[config.mk]
export PLATFORM = sky130hd
export DESIGN_NAME = brd_irq_agg
export DESIGN_NICKNAME = d
export VERILOG_FILES = /design/src/rtl/brd_irq_pkg.sv /design/src/rtl/brd_irq_sync.sv /design/src/rtl/brd_irq_regs.sv /design/src/rtl/brd_irq_agg.sv
export SDC_FILE = /design/constraint.sdc
export NUM_CORES = 1
export LEC_CHECK = 0
export BUFFER_PORTS_ARGS = -buffer_cell sky130_fd_sc_hd__buf_4
export CAP_MARGIN = 20
export CORE_UTILIZATION = 56
export CTS_BUF_LIST = sky130_fd_sc_hd__clkbuf_8 sky130_fd_sc_hd__clkbuf_16
export DETAILED_ROUTE_END_ITERATION = 7
export MAX_ROUTING_LAYER = met4
export PLACE_DENSITY = 0.79
export SETUP_SLACK_MARGIN = 0.1
export SYNTH_ARGS = -nofsm -noshare
export SYNTH_HDL_FRONTEND = slang
export SYNTH_SLANG_ARGS = --single-unit
[constraint.sdc]
create_clock -name clk -period 1.9 [get_ports clk]
set_input_delay 0.38 -clock clk [delete_from_list [all_inputs] [get_ports clk]]
set_output_delay 0.38 -clock clk [all_outputs]
set_load 0.01 [all_outputs]
[src/rtl/brd_irq_pkg.sv]
package brd_irq_pkg;
    localparam int unsigned ADDR_W = 4;

    typedef enum logic [ADDR_W-1:0] {
        OFF_IDENT = 4'h0,
        OFF_STAT  = 4'h2,
        OFF_ENSET = 4'h4,
        OFF_ENCLR = 4'h6,
        OFF_PSET  = 4'h8,
        OFF_PCLR  = 4'hA
    } reg_off_e;
endpackage

[src/rtl/brd_irq_sync.sv]
module brd_irq_sync #(
    parameter int unsigned W = 16
) (
    input  logic         clk,
    input  logic         rst_n,
    input  logic [W-1:0] in_i,
    output logic [W-1:0] rise_o
);
    typedef struct packed {
        logic [W-1:0] meta;
        logic [W-1:0] stab;
        logic [W-1:0] prev;
    } sync_t;

    sync_t st_d, st_q;

    always_comb begin
        st_d.meta = in_i;
        st_d.stab = st_q.meta;
        st_d.prev = st_q.stab;
    end

    always_ff @(posedge clk or negedge rst_n) begin
        if (!rst_n) st_q <= '0;
        else        st_q <= st_d;
    end

    assign rise_o = st_q.stab & ~st_q.prev;
endmodule

[src/rtl/brd_irq_regs.sv]
module brd_irq_regs
    import brd_irq_pkg::*;
#(
    parameter int unsigned W = 16
) (
    input  logic              clk,
    input  logic              rst_n,
    input  logic [W-1:0]      rise_i,
    input  logic              we_i,
    input  logic [ADDR_W-1:0] addr_i,
    input  logic [W-1:0]      wdata_i,
    output logic [W-1:0]      en_o,
    output logic [W-1:0]      pass_o,
    output logic [W-1:0]      pend_o
);
    typedef struct packed {
        logic [W-1:0] en;
        logic [W-1:0] pass;
        logic [W-1:0] pend;
    } ctl_t;

    ctl_t st_d, st_q;

    always_comb begin
        logic [W-1:0] en_set, en_clr, p_set, p_clr, ack;
        en_set = '0;
        en_clr = '0;
        p_set  = '0;
        p_clr  = '0;
        ack    = '0;
        if (we_i) begin
            case (addr_i)
                OFF_ENSET: en_set = wdata_i;
                OFF_ENCLR: en_clr = wdata_i;
                OFF_PSET:  p_set  = wdata_i;
                OFF_PCLR:  p_clr  = wdata_i;
                OFF_STAT:  ack    = wdata_i;
                default:   ;
            endcase
        end
        st_d.en   = (st_q.en | en_set) & ~en_clr;
        st_d.pass = (st_q.pass | p_set) & ~p_clr;
        st_d.pend = (st_q.pend & ~ack) | (rise_i & st_q.en);
    end

    always_ff @(posedge clk or negedge rst_n) begin
        if (!rst_n) st_q <= '0;
        else        st_q <= st_d;
    end

    assign en_o   = st_q.en;
    assign pass_o = st_q.pass;
    assign pend_o = st_q.pend;
endmodule

[src/rtl/brd_irq_agg.sv]
module brd_irq_agg
    import brd_irq_pkg::*;
#(
    parameter int unsigned NSRC       = 16,
    parameter logic [7:0]  BOARD_CODE = 8'hB2,
    parameter logic [3:0]  REVISION   = 4'd4
) (
    input  logic              clk,
    input  logic              rst_n,
    input  logic [NSRC-1:0]   src_i,
    input  logic [ADDR_W-1:0] bus_addr,
    input  logic [NSRC-1:0]   bus_wdata,
    input  logic              bus_we,
    input  logic              bus_re,
    output logic [NSRC-1:0]   bus_rdata,
    output logic              irq_n
);
    localparam logic [NSRC-1:0] IDENT_WORD = NSRC'({BOARD_CODE, 4'h0, REVISION});

    logic [NSRC-1:0] rise_vec;
    logic [NSRC-1:0] en_vec;
    logic [NSRC-1:0] pass_vec;
    logic [NSRC-1:0] pend_vec;

    brd_irq_sync #(.W(NSRC)) u_sync (
        .clk    (clk),
        .rst_n  (rst_n),
        .in_i   (src_i),
        .rise_o (rise_vec)
    );

    brd_irq_regs #(.W(NSRC)) u_regs (
        .clk     (clk),
        .rst_n   (rst_n),
        .rise_i  (rise_vec),
        .we_i    (bus_we),
        .addr_i  (bus_addr),
        .wdata_i (bus_wdata),
        .en_o    (en_vec),
        .pass_o  (pass_vec),
        .pend_o  (pend_vec)
    );

    always_comb begin
        bus_rdata = '0;
        if (bus_re) begin
            case (bus_addr)
                OFF_IDENT:           bus_rdata = IDENT_WORD;
                OFF_STAT:            bus_rdata = pend_vec;
                OFF_ENSET, OFF_ENCLR: bus_rdata = en_vec;
                OFF_PSET, OFF_PCLR:  bus_rdata = pass_vec;
                default:             bus_rdata = '0;
            endcase
        end
    end

    assign irq_n = ~|(pend_vec & en_vec & pass_vec);
endmodule

**Word level (Yosys, flattened, before mapping)**

Index checks and enable logic that the tools add are counted.

- Bits in registers: 96
- Output and inout bits: 17
- Word-level logic and storage cells: 42

- Equality and inequality tests: 5
- Multiplexer cells: 12
- Bitwise logic cells: 14
- Reduce and logical (&&, ||, !) cells: 5

Operators by type and width:

| operator | count |
|---|---|
| two-way mux 16 bit | 11 |
| AND 16 bit | 7 |
| NOT 16 bit | 4 |
| one-hot mux 16 bit (4 select lines) | 1 |
| bitwise OR 16 bit | 3 |
| OR reduction 16 bit | 1 |
| == test 4 x 3 -> 1 bit (second input constant) | 2 |
| == test 4 bit (second input constant) | 2 |
| == test 4 x 2 -> 1 bit (second input constant) | 1 |
| zero test 4 bit | 1 |
| OR reduction 2 bit | 2 |
| zero test 1 bit | 1 |

**Longest topological paths before layout**

Gate-level depths: netlist (run 1).

- Depth after elaboration: 6
- Mapped depth: 5
- Depth with buffers taken out: 3

**Cells and area by module**

Synthesis (run 1) repeated with hierarchy kept, for this count alone.

- Cell total of the unflattened synthesis: 357
- Area total of the unflattened synthesis: 4,080.2 sq um

Modules (own cells, without submodules):

| module | instances | cells each | area each (sq um) | seq. area each (sq um) |
|---|---|---|---|---|
| brd_irq_regs | 1 | 198 | 2,058.2 | 1,201.2 |
| brd_irq_sync | 1 | 64 | 1,421.4 | 1,201.2 |
| brd_irq_agg | 1 | 95 | 600.6 | 0.0 |

**Worst setup path after synthesis (run 1)**

No wires, ideal clock.

- Path type: input port to output port
- Start point: input port bus_addr[1]
- End point: output port bus_rdata[10]
- Data arrival time: 1.423 ns
- Data required time: 1.520 ns
- Slack: 0.097 ns
- Stages on the path: 5
- Buffers on the path: 2
- Cell sequence: buf_2 nor4b_4 clkbuf_1 nand2_1 a21oi_1

- Cells in the longest elaborated chain, start to end: 4
- Elaborated cells between the ends (all ways): 10
- Classes of those cells: 5 x eq/ne; 2 x mux; 3 x reduce/logical

RTL lines:

| element | line | RTL |
|---|---|---|
| start: declaration | brd_irq_agg.sv:11 | `input logic [ADDR_W-1:0] bus_addr,` |
| == test 4 bit or == test 4 x 3 -> 1 bit (tied branches) | brd_irq_agg.sv:47 | `case (bus_addr)` |
| OR reduction 2 bit | brd_irq_agg.sv:47 |  |
| one-hot mux 16 bit (4 select lines) (*) | brd_irq_agg.sv:47 |  |
| two-way mux 16 bit (*) | brd_irq_agg.sv:46 | `if (bus_re) begin` |
| end: declaration | brd_irq_agg.sv:15 | `output logic [NSRC-1:0] bus_rdata,` |

Mark *: on every way between the ends. The rest lies on a longest branch, timed or not.

**Worst setup path after layout (run 1)**

- Start point: input port bus_addr[0]
- End point: output port bus_rdata[10]

Same word-level chain as after synthesis.

==> impl_metrics.yaml, run 1 <==
synth:
  synth_top_area_share_pct: 63.6
  synth_edf_count: 0
  yosys-top-cells-area: "dfrtp_1, o31ai_1, nand2_1"
  netlist_instances: 334
  yosysSeqAreaShare_pct: 63.6
  ys_ff_latch: 96
  synth_flop_cell: "dfrtp_1"
  synthArstFlopShare_pct: 100
  ys_warn_count: 0
  syn_nets: 374
  netlist_area_sq_um: 3770
  synthDistinctLibCells: 24
  yosysTopAreaCell: "dfrtp_1"
  syn_area_per_cell_sq_um: 11.3
worst_setup_path:
  cp.required_ns: 1.52
  regToRegSetupSlack_ns: 0.97
  crit_chain: "buf_12 -> nor4b_4 -> buf_6 -> nand2_2 -> a21oi_2 -> buf_4"
  cpPeakStageDelay_ns: 0.40
  critPathArrivalTime_ns: 1.54
  cp_slowest_cell: "nor4b_4"
  crit_path_start_kind: "primary input"
  crit_path_max_fanout: 7
  path_class: "primary input to primary output"
  worstSetupEndpointType: "primary output"
clock_tree:
  cts_buffers: 9
  clkTransAtPathRegs_ns: 0.09
  clk_path_buf_depth: 2
  clock_latency_ns: 0.35
  cts.sink_count: 96
  htreeDepth: 3
  tritoncts: "built"
  cts-root-buf: "clkbuf_8"
sta:
  tns_ns: -0.0366
  finalHoldViolCount: 0
  timing.final.ws_setup_ns: -0.0209
  slew_headroom_pct: 70.0
  worst_pin_slew_ns: 0.449
  finalCritPeriodShare_pct: 101
  drv_slew: 0
  grt_setup_unrepaired: "true"
  finalSetupViolations: 2
  layout_min_cycle_time_ns: 1.92
  final.setup_skew_ns: 0.00623
  fmax_mhz: 521
route:
  first_iter_violations: 346
  ant_nets: 0
  routedWlPerCell_microns: 19.0
  drt-pass1-iter-count: 7
  routed_wl_microns: 9470
  drc: 10
  vias: 3015
  vias_per_cell: 6.04
floorplanning:
  num_rows: 29
  core_area_sq_um: 6420
  io_pins: 57
  die_y_microns: 84.1
  die_w_microns: 84.1
  dieArea_sq_um: 7070
  start_util_pct: 58.8
layout:
  area_delta_synth_final_pct: 30.9
  layout_commonest_cell: "dfrtp_1"
  design_area_sq_um: 4940
  final_cell_mix: "dfrtp_1, buf_4, nand2_1"
  n_antenna_cell: 0
  drive_gt1_share_pct: 37.7
  nNetsFinal: 457
  fin_cells: 499
pwr:
  p_sw_uw: 1340
  p_leak_uw: 0.00207
  ir_drop_mv: 0.542
  p_sw_share_pct: 28.1
  pwr_density_cell_nw_per_um2: 967
  seqPwrFrac_pct: 52.8
  combPwrFrac_pct: 18.0
  p_int_uw: 3430
  clockPowerShare_pct: 29.2
placed_design:
  port_buffers: 56
  post-dp-hpwl_microns: 5380
  gp_congestion: 0.777
  dp.cells: 460
  place_area_sq_um: 4310
run_status:
  violations: "design-rule violations, negative setup slack"
  status: "complete, but fails checks"
global_routing:
  top_usage_layer: "met2"
  track_usage_pct: 26.4
  use_met2_pct: 41.5
  gr-usage-met3_pct: 5.04
  antenna_found_initial: 0
  overflow: 0
  grt_use_met1_pct: 33.7
  grt_pass1_wl_microns: 13900
  grt_pass1_vias: 2900
  grt_max_degree: 40
job:
  cap_violations: 0
min_path:
  hp-class: "primary input to register"
==> power by group through the flow <==
| stage | clock (uW) | combinational (uW) | sequential (uW) |
|---|---|---|---|
| floorplan | 0 | 374 | 2490 |
| global placement | 0 | 576 | 2540 |
| detailed placement | 0 | 604 | 2560 |
| CTS | 1420 | 763 | 2500 |
| global route | 1490 | 934 | 2550 |
| finish | 1390 | 861 | 2520 |
==> metrics by stage <==
step	util (%)	hold WS [ns]	worst slack, ns	total power (uW)
floorplan	-	0.0844	0.173	2860
global placement	67.0	0.332	0.101	3120
detailed placement	67.0	0.336	0.0660	3160
CTS	73.2	0.113	0.0628	4680
global route	76.9	0.109	-0.0445	4980
finish	76.9	0.126	-0.0209	4780
==> registers in the layout, indices dropped and copies added, names as in the netlist <==
signal,count
u_sync.st_d,32
u_regs.en_o,16
u_regs.pass_o,16
u_regs.pend_o,16
u_sync.st_q,16
==> timing repair <==
| action | 4_1_cts | 5_1_grt |
|---|---|---|
| cloned | 0 | 3 |
| buffers inserted | 17 | 2 |
| resized for setup | 9 | 53 |
| endpoints found under the hold margin | 32 | 0 |
| endpoints found under the setup margin | 6 | 17 |
| hold buffers | 1 | 0 |
| pin swaps | 1 | 24 |
==> final timing paths <==
check	start	to	depth (start not counted)
worst max-delay path	bus_addr[0]	bus_rdata[10]	6
worst min-delay path	src_i[14]	u_sync.st_d[30]$_DFF_PN0_	1
worst max register to register	u_regs.en_o[15]$_DFF_PN0_	u_regs.en_o[15]$_DFF_PN0_	4
worst min register to register	u_sync.st_d[22]$_DFF_PN0_	u_sync.st_d[6]$_DFF_PN0_	0
max in group asynchronous	rst_n	u_sync.st_d[2]$_DFF_PN0_	3
min in group asynchronous	rst_n	u_regs.en_o[3]$_DFF_PN0_	2
==> synthesized netlist by cell type (4+ instances only) <==
master     n
dfrtp_1   96
nand2_1   59
o21ai_0   36
o31ai_1   32
nand3b_1  17
nand3_1   16
a21oi_1   11
a22oi_1   11
clkbuf_1  11
o21ai_2   10
buf_2      8
a31oi_1    5
a21o_1     4
nand4_1    4
==> per-layer routing <==
layer / part of all wire (%) / routed length, microns / vias to the layer above
met5: 0 / 0 / -
met4: 1.8 / 168 / 0
met3: 5.6 / 528 / 19
met2: 51 / 4830 / 142
met1: 42 / 3940 / 1482
li1: - / - / 1372
==> cells by family after synthesis <==
kind of cell / after synthesis / synth area share [%]
AO/OA/AOI/OAI: 112 / 19.2
buffers and inverters: 21 / 2.75
AND/OR/NAND/NOR: 105 / 14.4
flip-flops: 96 / 63.6
==> final cells by class <==
type,instances,area [sq um]
clock buffer,12,165
clock inverter,4,51.3
fill,416,1480
multi-input combinational,217,1480
sequential,96,2400
tap,77,96.3
timing repair buffer,93,747
==> critical path: cells and delay by family <==
family,cells,cell delay [ns]
AO/OA/AOI/OAI,1,0.19
AND/OR/NAND/NOR,2,0.48
buffers and inverters,3,0.48
Note: power is estimated with default switching activity, not from simulation.
==> run 2: changes to the inputs <==
--- a/config.mk
+++ b/config.mk
@@ -7,6 +7,7 @@
 export LEC_CHECK = 0
 export BUFFER_PORTS_ARGS = -buffer_cell sky130_fd_sc_hd__buf_4
 export CAP_MARGIN = 20
+export CORE_ASPECT_RATIO = 2
 export CORE_UTILIZATION = 56
 export CTS_BUF_LIST = sky130_fd_sc_hd__clkbuf_8 sky130_fd_sc_hd__clkbuf_16
 export DETAILED_ROUTE_END_ITERATION = 7
==> run 2 against run 1 <==
  * The flow now finishes without violations
  * Non-clock buffer count fell by 2
  * Combinational power fell by 6.4%
  * Critical path type unchanged
  * Largest cell class unchanged
  * Clock skew rose by 0.00059 ns
  * Critical endpoint is now bus_rdata[6]
  * First-iteration DRC count fell by 41%
==> impl_metrics.yaml, run 2 (synthesis results as in run 1) <==
run_status:
  status: "complete, no violations"
clock_tree:
  htreeDepth: 3
  clock_latency_ns: 0.34
  cts-root-buf: "clkbuf_16"
  cts_buffers: 9
  tritoncts: "built"
  clkTransAtPathRegs_ns: 0.07
  clk_path_buf_depth: 2
  cts.sink_count: 96
route:
  vias_per_cell: 5.83
  vias: 2960
  first_iter_violations: 204
  drc: 0
  drt-pass1-iter-count: 4
  routedWlPerCell_microns: 17.5
  routed_wl_microns: 8910
  ant_nets: 0
worst_setup_path:
  crit_path_max_fanout: 6
  regToRegSetupSlack_ns: 1.04
  cp.required_ns: 1.52
  rr_worst_depth: 3
  crit_start: "bus_addr[0]"
  rr_startpoint: "u_regs.en_o[0]$_DFF_PN0_"
  reg2reg_to: "u_regs.en_o[0]$_DFF_PN0_"
  endpoint: "bus_rdata[6]"
  path_class: "primary input to primary output"
  worstSetupEndpointType: "primary output"
  critPathArrivalTime_ns: 1.47
  crit_path_start_kind: "primary input"
global_routing:
  grt_max_degree: 58
  grt_pass1_vias: 2760
  grt_pass1_wl_microns: 13600
  track_usage_pct: 27.1
  overflow: 0
  antenna_found_initial: 0
floorplanning:
  io_pins: 57
  num_rows: 42
  die_w_microns: 60.1
  dieArea_sq_um: 7090
  die_y_microns: 118
  start_util_pct: 57.5
  core_area_sq_um: 6570
pwr:
  pwr_density_cell_nw_per_um2: 1070
  clockPowerShare_pct: 37.4
  seqPwrFrac_pct: 47.5
  p_leak_uw: 0.00209
  p_sw_share_pct: 25.5
  ir_drop_mv: 0.961
  p_int_uw: 3970
  p_sw_uw: 1360
  combPwrFrac_pct: 15.1
sta:
  timing.hold.ws_ns: 0.138
  finalSetupViolations: 0
  finalHoldViolCount: 0
  final.setup_skew_ns: 0.00682
  drv_slew: 0
  grt_setup_unrepaired: "true"
  layout_min_cycle_time_ns: 1.85
  finalCritPeriodShare_pct: 97.5
  worst_pin_slew_ns: 0.368
  slew_headroom_pct: 75.4
  fmax_mhz: 540
layout:
  final_util_pct: 75.9
  nNetsFinal: 455
  largest_reg_flops: 32
  area_delta_synth_final_pct: 32.0
  drive_gt1_share_pct: 35.7
  final_cell_mix: "dfrtp_1, buf_4, nand2_1"
  n_antenna_cell: 0
  layout_commonest_cell: "dfrtp_1"
job:
  cap_violations: 0
min_path:
  hp-class: "primary input to register"
  worstHoldStart: "src_i[13]"
  min_path_cells: 1
placed_design:
  port_buffers: 56
  post-dp-hpwl_microns: 5460
  gp_congestion: 0.807
## run 2: power by group through the flow
stage	Combinational (uW)	Sequential [uW]	Clock, uW
finish	806	2530	1990
global route	888	2560	2120
CTS	672	2520	2030
detailed placement	600	2560	0
global placement	575	2550	0
floorplan	374	2490	0
## run 2: area by class of cell
cell class                      instances  area (sq um)
Sequential cell                        96          2400
Clock buffer                           12           267
Tap cell                               88           110
Multi-Input combinational cell        217          1390
Fill cell                             449          1590
Timing Repair Buffer                   91           744
Clock inverter                          4          75.1
## run 2: worst min path at each step
stage | to | slack (ns)
floorplan | u_regs.en_o[0]$_DFF_PN0_ | 0.08
global placement | u_sync.st_d[13]$_DFF_PN0_ | 0.26
global route | u_sync.st_d[29]$_DFF_PN0_ | 0.13
finish | u_sync.st_d[29]$_DFF_PN0_ | 0.14
CTS | u_sync.st_d[31]$_DFF_PN0_ | 0.13
detailed placement | u_sync.st_d[13]$_DFF_PN0_ | 0.26
## run 2: metrics by stage
step	cells	setup TNS (ns)	worst slack (ns)	area (sq um)	power, uW
global route	508	-0.0447	-0.0447	4980	5560
CTS	491	0	0.0723	4750	5230
finish	508	0	0.0466	4980	5330
detailed placement	468	0	0.0658	4310	3160
floorplan	334	0	0.173	3780	2860
global placement	468	0	0.0897	4310	3130
## run 2: worst max-delay path: stages
cell,delay (ns)
buf_12,0.11
nor4b_4,0.40
buf_4,0.22
nand2_2,0.06
a21oi_2,0.15
buf_4,0.14
## run 2: layer usage
metal / track usage [%] / vias up / part of all wire [%]
met3: 6.81 / 26 / 4.7
met2: 41.4 / 114 / 54
met5: - / - / 0
met4: 12.9 / 0 / 3.4
li1: - / 1377 / -
met1: 33.1 / 1443 / 38
## run 2: timing repair
item,CTS,global route
cloned,1,2
pin swaps,1,17
endpoints found under the hold margin,16,0
hold buffers,1,0
gates resized for setup,12,33
setup buffers,5,15
endpoints found under the setup margin,10,17
==> run 3: changes to the inputs <==
--- a/config.mk
+++ b/config.mk
@@ -12,7 +12,7 @@
 export CTS_BUF_LIST = sky130_fd_sc_hd__clkbuf_8 sky130_fd_sc_hd__clkbuf_16
 export DETAILED_ROUTE_END_ITERATION = 7
 export MAX_ROUTING_LAYER = met4
-export PLACE_DENSITY = 0.79
+export PLACE_DENSITY = 0.87
 export SETUP_SLACK_MARGIN = 0.1
 export SYNTH_ARGS = -nofsm -noshare
 export SYNTH_HDL_FRONTEND = slang
==> run 3 against run 2 <==
  * Clock skew shrank 0.0026 ns
  * Fmax grew 1.7%
  * Sequential power is essentially flat
  * Sequential cell count is the same
  * Routed wire length is essentially flat
  * Non-clock buffer count shrank 16
  * Worst setup slack gained 0.030 ns
  * Cell count shrank 3.1%
  * Critical endpoint is now irq_n
  * Highest routed layer unchanged
==> impl_metrics.yaml, run 3 (synthesis results as in run 1) <==
sta:
  fmax_mhz: 549
  final.setup_skew_ns: 0.00424
  drv_slew: 0
  worst_pin_slew_ns: 0.393
  layout_min_cycle_time_ns: 1.82
  tns_ns: 0
  grt_setup_unrepaired: "true"
  timing.final.ws_setup_ns: 0.0771
  finalHoldViolCount: 0
  finalSetupViolations: 0
  slew_headroom_pct: 73.8
  finalCritPeriodShare_pct: 95.9
clock_tree:
  clock_latency_ns: 0.34
  cts.sink_count: 96
  tritoncts: "built"
  htreeDepth: 3
  cts_buffers: 9
  clkTransAtPathRegs_ns: 0.06
  clk_path_buf_depth: 2
  cts-root-buf: "clkbuf_16"
placed_design:
  place_area_sq_um: 4340
  post-dp-hpwl_microns: 5610
  port_buffers: 56
  dp.cells: 470
  gp_congestion: 0.858
  post-place-ws_ns: 0.0369
worst_setup_path:
  worstSetupEndpointType: "primary output"
  critPathBufInv: 1
  path_class: "register to primary output"
  crit_path_start_kind: "register"
  crit_path_max_fanout: 3
  crit_chain: "nand3_1 -> nand4_1 -> nor4_2 -> buf_4"
  cp_top_family: "simple AND/OR/NAND/NOR gates"
  rr_startpoint: "u_regs.en_o[8]$_DFF_PN0_"
  cp_slowest_cell: "dfrtp_1"
  cp.depth: 4
  cp.required_ns: 1.52
  rr_worst_depth: 3
  critPathArrivalTime_ns: 1.44
  cpPeakStageDelay_ns: 0.41
  crit_start: "u_regs.pass_o[4]$_DFF_PN0_"
layout:
  n_antenna_cell: 0
  design_area_sq_um: 4780
  layout_commonest_cell: "dfrtp_1"
  nFillCells: 448
  largest_reg_flops: 32
  fin_cells: 492
  multi_input_area_sq_um: 1360
  seqCellArea_sq_um: 2400
  area_delta_synth_final_pct: 26.5
  final_util_pct: 72.7
  nNetsFinal: 439
  final_cell_mix: "dfrtp_1, buf_4, nand2_1"
  drive_gt1_share_pct: 29.7
global_routing:
  grt_pass1_vias: 2903
  antenna_found_initial: 0
  grt_max_degree: 35
  overflow: 0
  track_usage_pct: 28.0
  grt_pass1_wl_microns: 13900
route:
  highest_layer: "met4"
  met2_length_microns: 4950
  drc: 0
  first_iter_violations: 296
  routedWlPerCell_microns: 18.1
  wl_met3_microns: 500
  drt-pass1-iter-count: 5
  ant_nets: 0
  vias_per_cell: 5.95
  routed_wl_microns: 8910
  vias: 2928
  wl_met1_microns: 3200
pwr:
  p_leak_uw: 0.00200
  p_sw_uw: 1310
  p_sw_share_pct: 27.0
  combPwrFrac_pct: 14.0
  ir_drop_mv: 0.784
  seqPwrFrac_pct: 52.4
  clockPowerShare_pct: 33.6
  pwr_density_cell_nw_per_um2: 1020
  p_int_uw: 3540
floorplanning:
  core_area_sq_um: 6570
  io_pins: 57
  die_w_microns: 60.1
  num_rows: 42
  die_y_microns: 118
  dieArea_sq_um: 7090
  start_util_pct: 57.5
job:
  cap_violations: 0
min_path:
  hp-class: "primary input to register"
  worstHoldStart: "src_i[13]"
  min_path_cells: 1
run_status:
  status: "complete, no violations"
==> run 3: cell types whose count changed in the layout (fill, tap and decap cells not counted), sizes merged <==
cell,previous run,this run
buf,89,74
clkinv,0,5
clkbuf,13,10
bufinv,2,0
clkinvlp,2,0
inv,0,1
==> run 3: final cells by class <==
cell class	instances	area share [%]
timing repair buffer	75	13.3
sequential	96	50.3
clock buffer	10	5.00
multi-input combinational	217	28.4
tap	88	2.30
clock inverter	6	0.707
==> run 3: what timing repair did <==
action / in CTS / in global routing
setup endpoints to repair: 11 / 17
hold buffers: 1 / 0
pin swaps: 2 / 8
gates resized for setup: 3 / 29
setup buffers: 0 / 3
hold endpoints to repair: 28 / 0
gates cloned: 0 / 2
==> run 3: layer usage <==
metal	global-route usage (%)	vias to the layer above
li1	-	1333
met1	34.4	1451
met2	42.9	125
met3	5.49	19
met4	14.7	0
met5	-	-
==> run 3: worst paths after layout <==
check                                              end  slack [ns]
max                                              irq_n        0.08
min                          u_sync.st_d[29]$_DFF_PN0_        0.14
max in group asynchronous  u_regs.pend_o[14]$_DFF_PN0_        0.83
min in group asynchronous    u_sync.st_d[29]$_DFF_PN0_        0.51
max reg2reg                 u_regs.pend_o[8]$_DFF_PN0_        1.07
min reg2reg                   u_sync.st_d[9]$_DFF_PN0_        0.35
==> run 3: power by group through the flow <==
stage,combinational [uW],clock [uW],sequential (uW)
after floorplan,374,0,2490
after global placement,581,0,2550
after detailed placement,612,0,2560
after CTS,624,1660,2520
after global routing,767,1750,2560
final,682,1630,2540
==> run 3: per-stage QoR <==
step | total power, uW | hold slack, ns
finish | 4860 | 0.143
global route | 5080 | 0.129
CTS | 4810 | 0.134
detailed placement | 3170 | 0.328
global placement | 3130 | 0.329
floorplan | 2860 | 0.0844
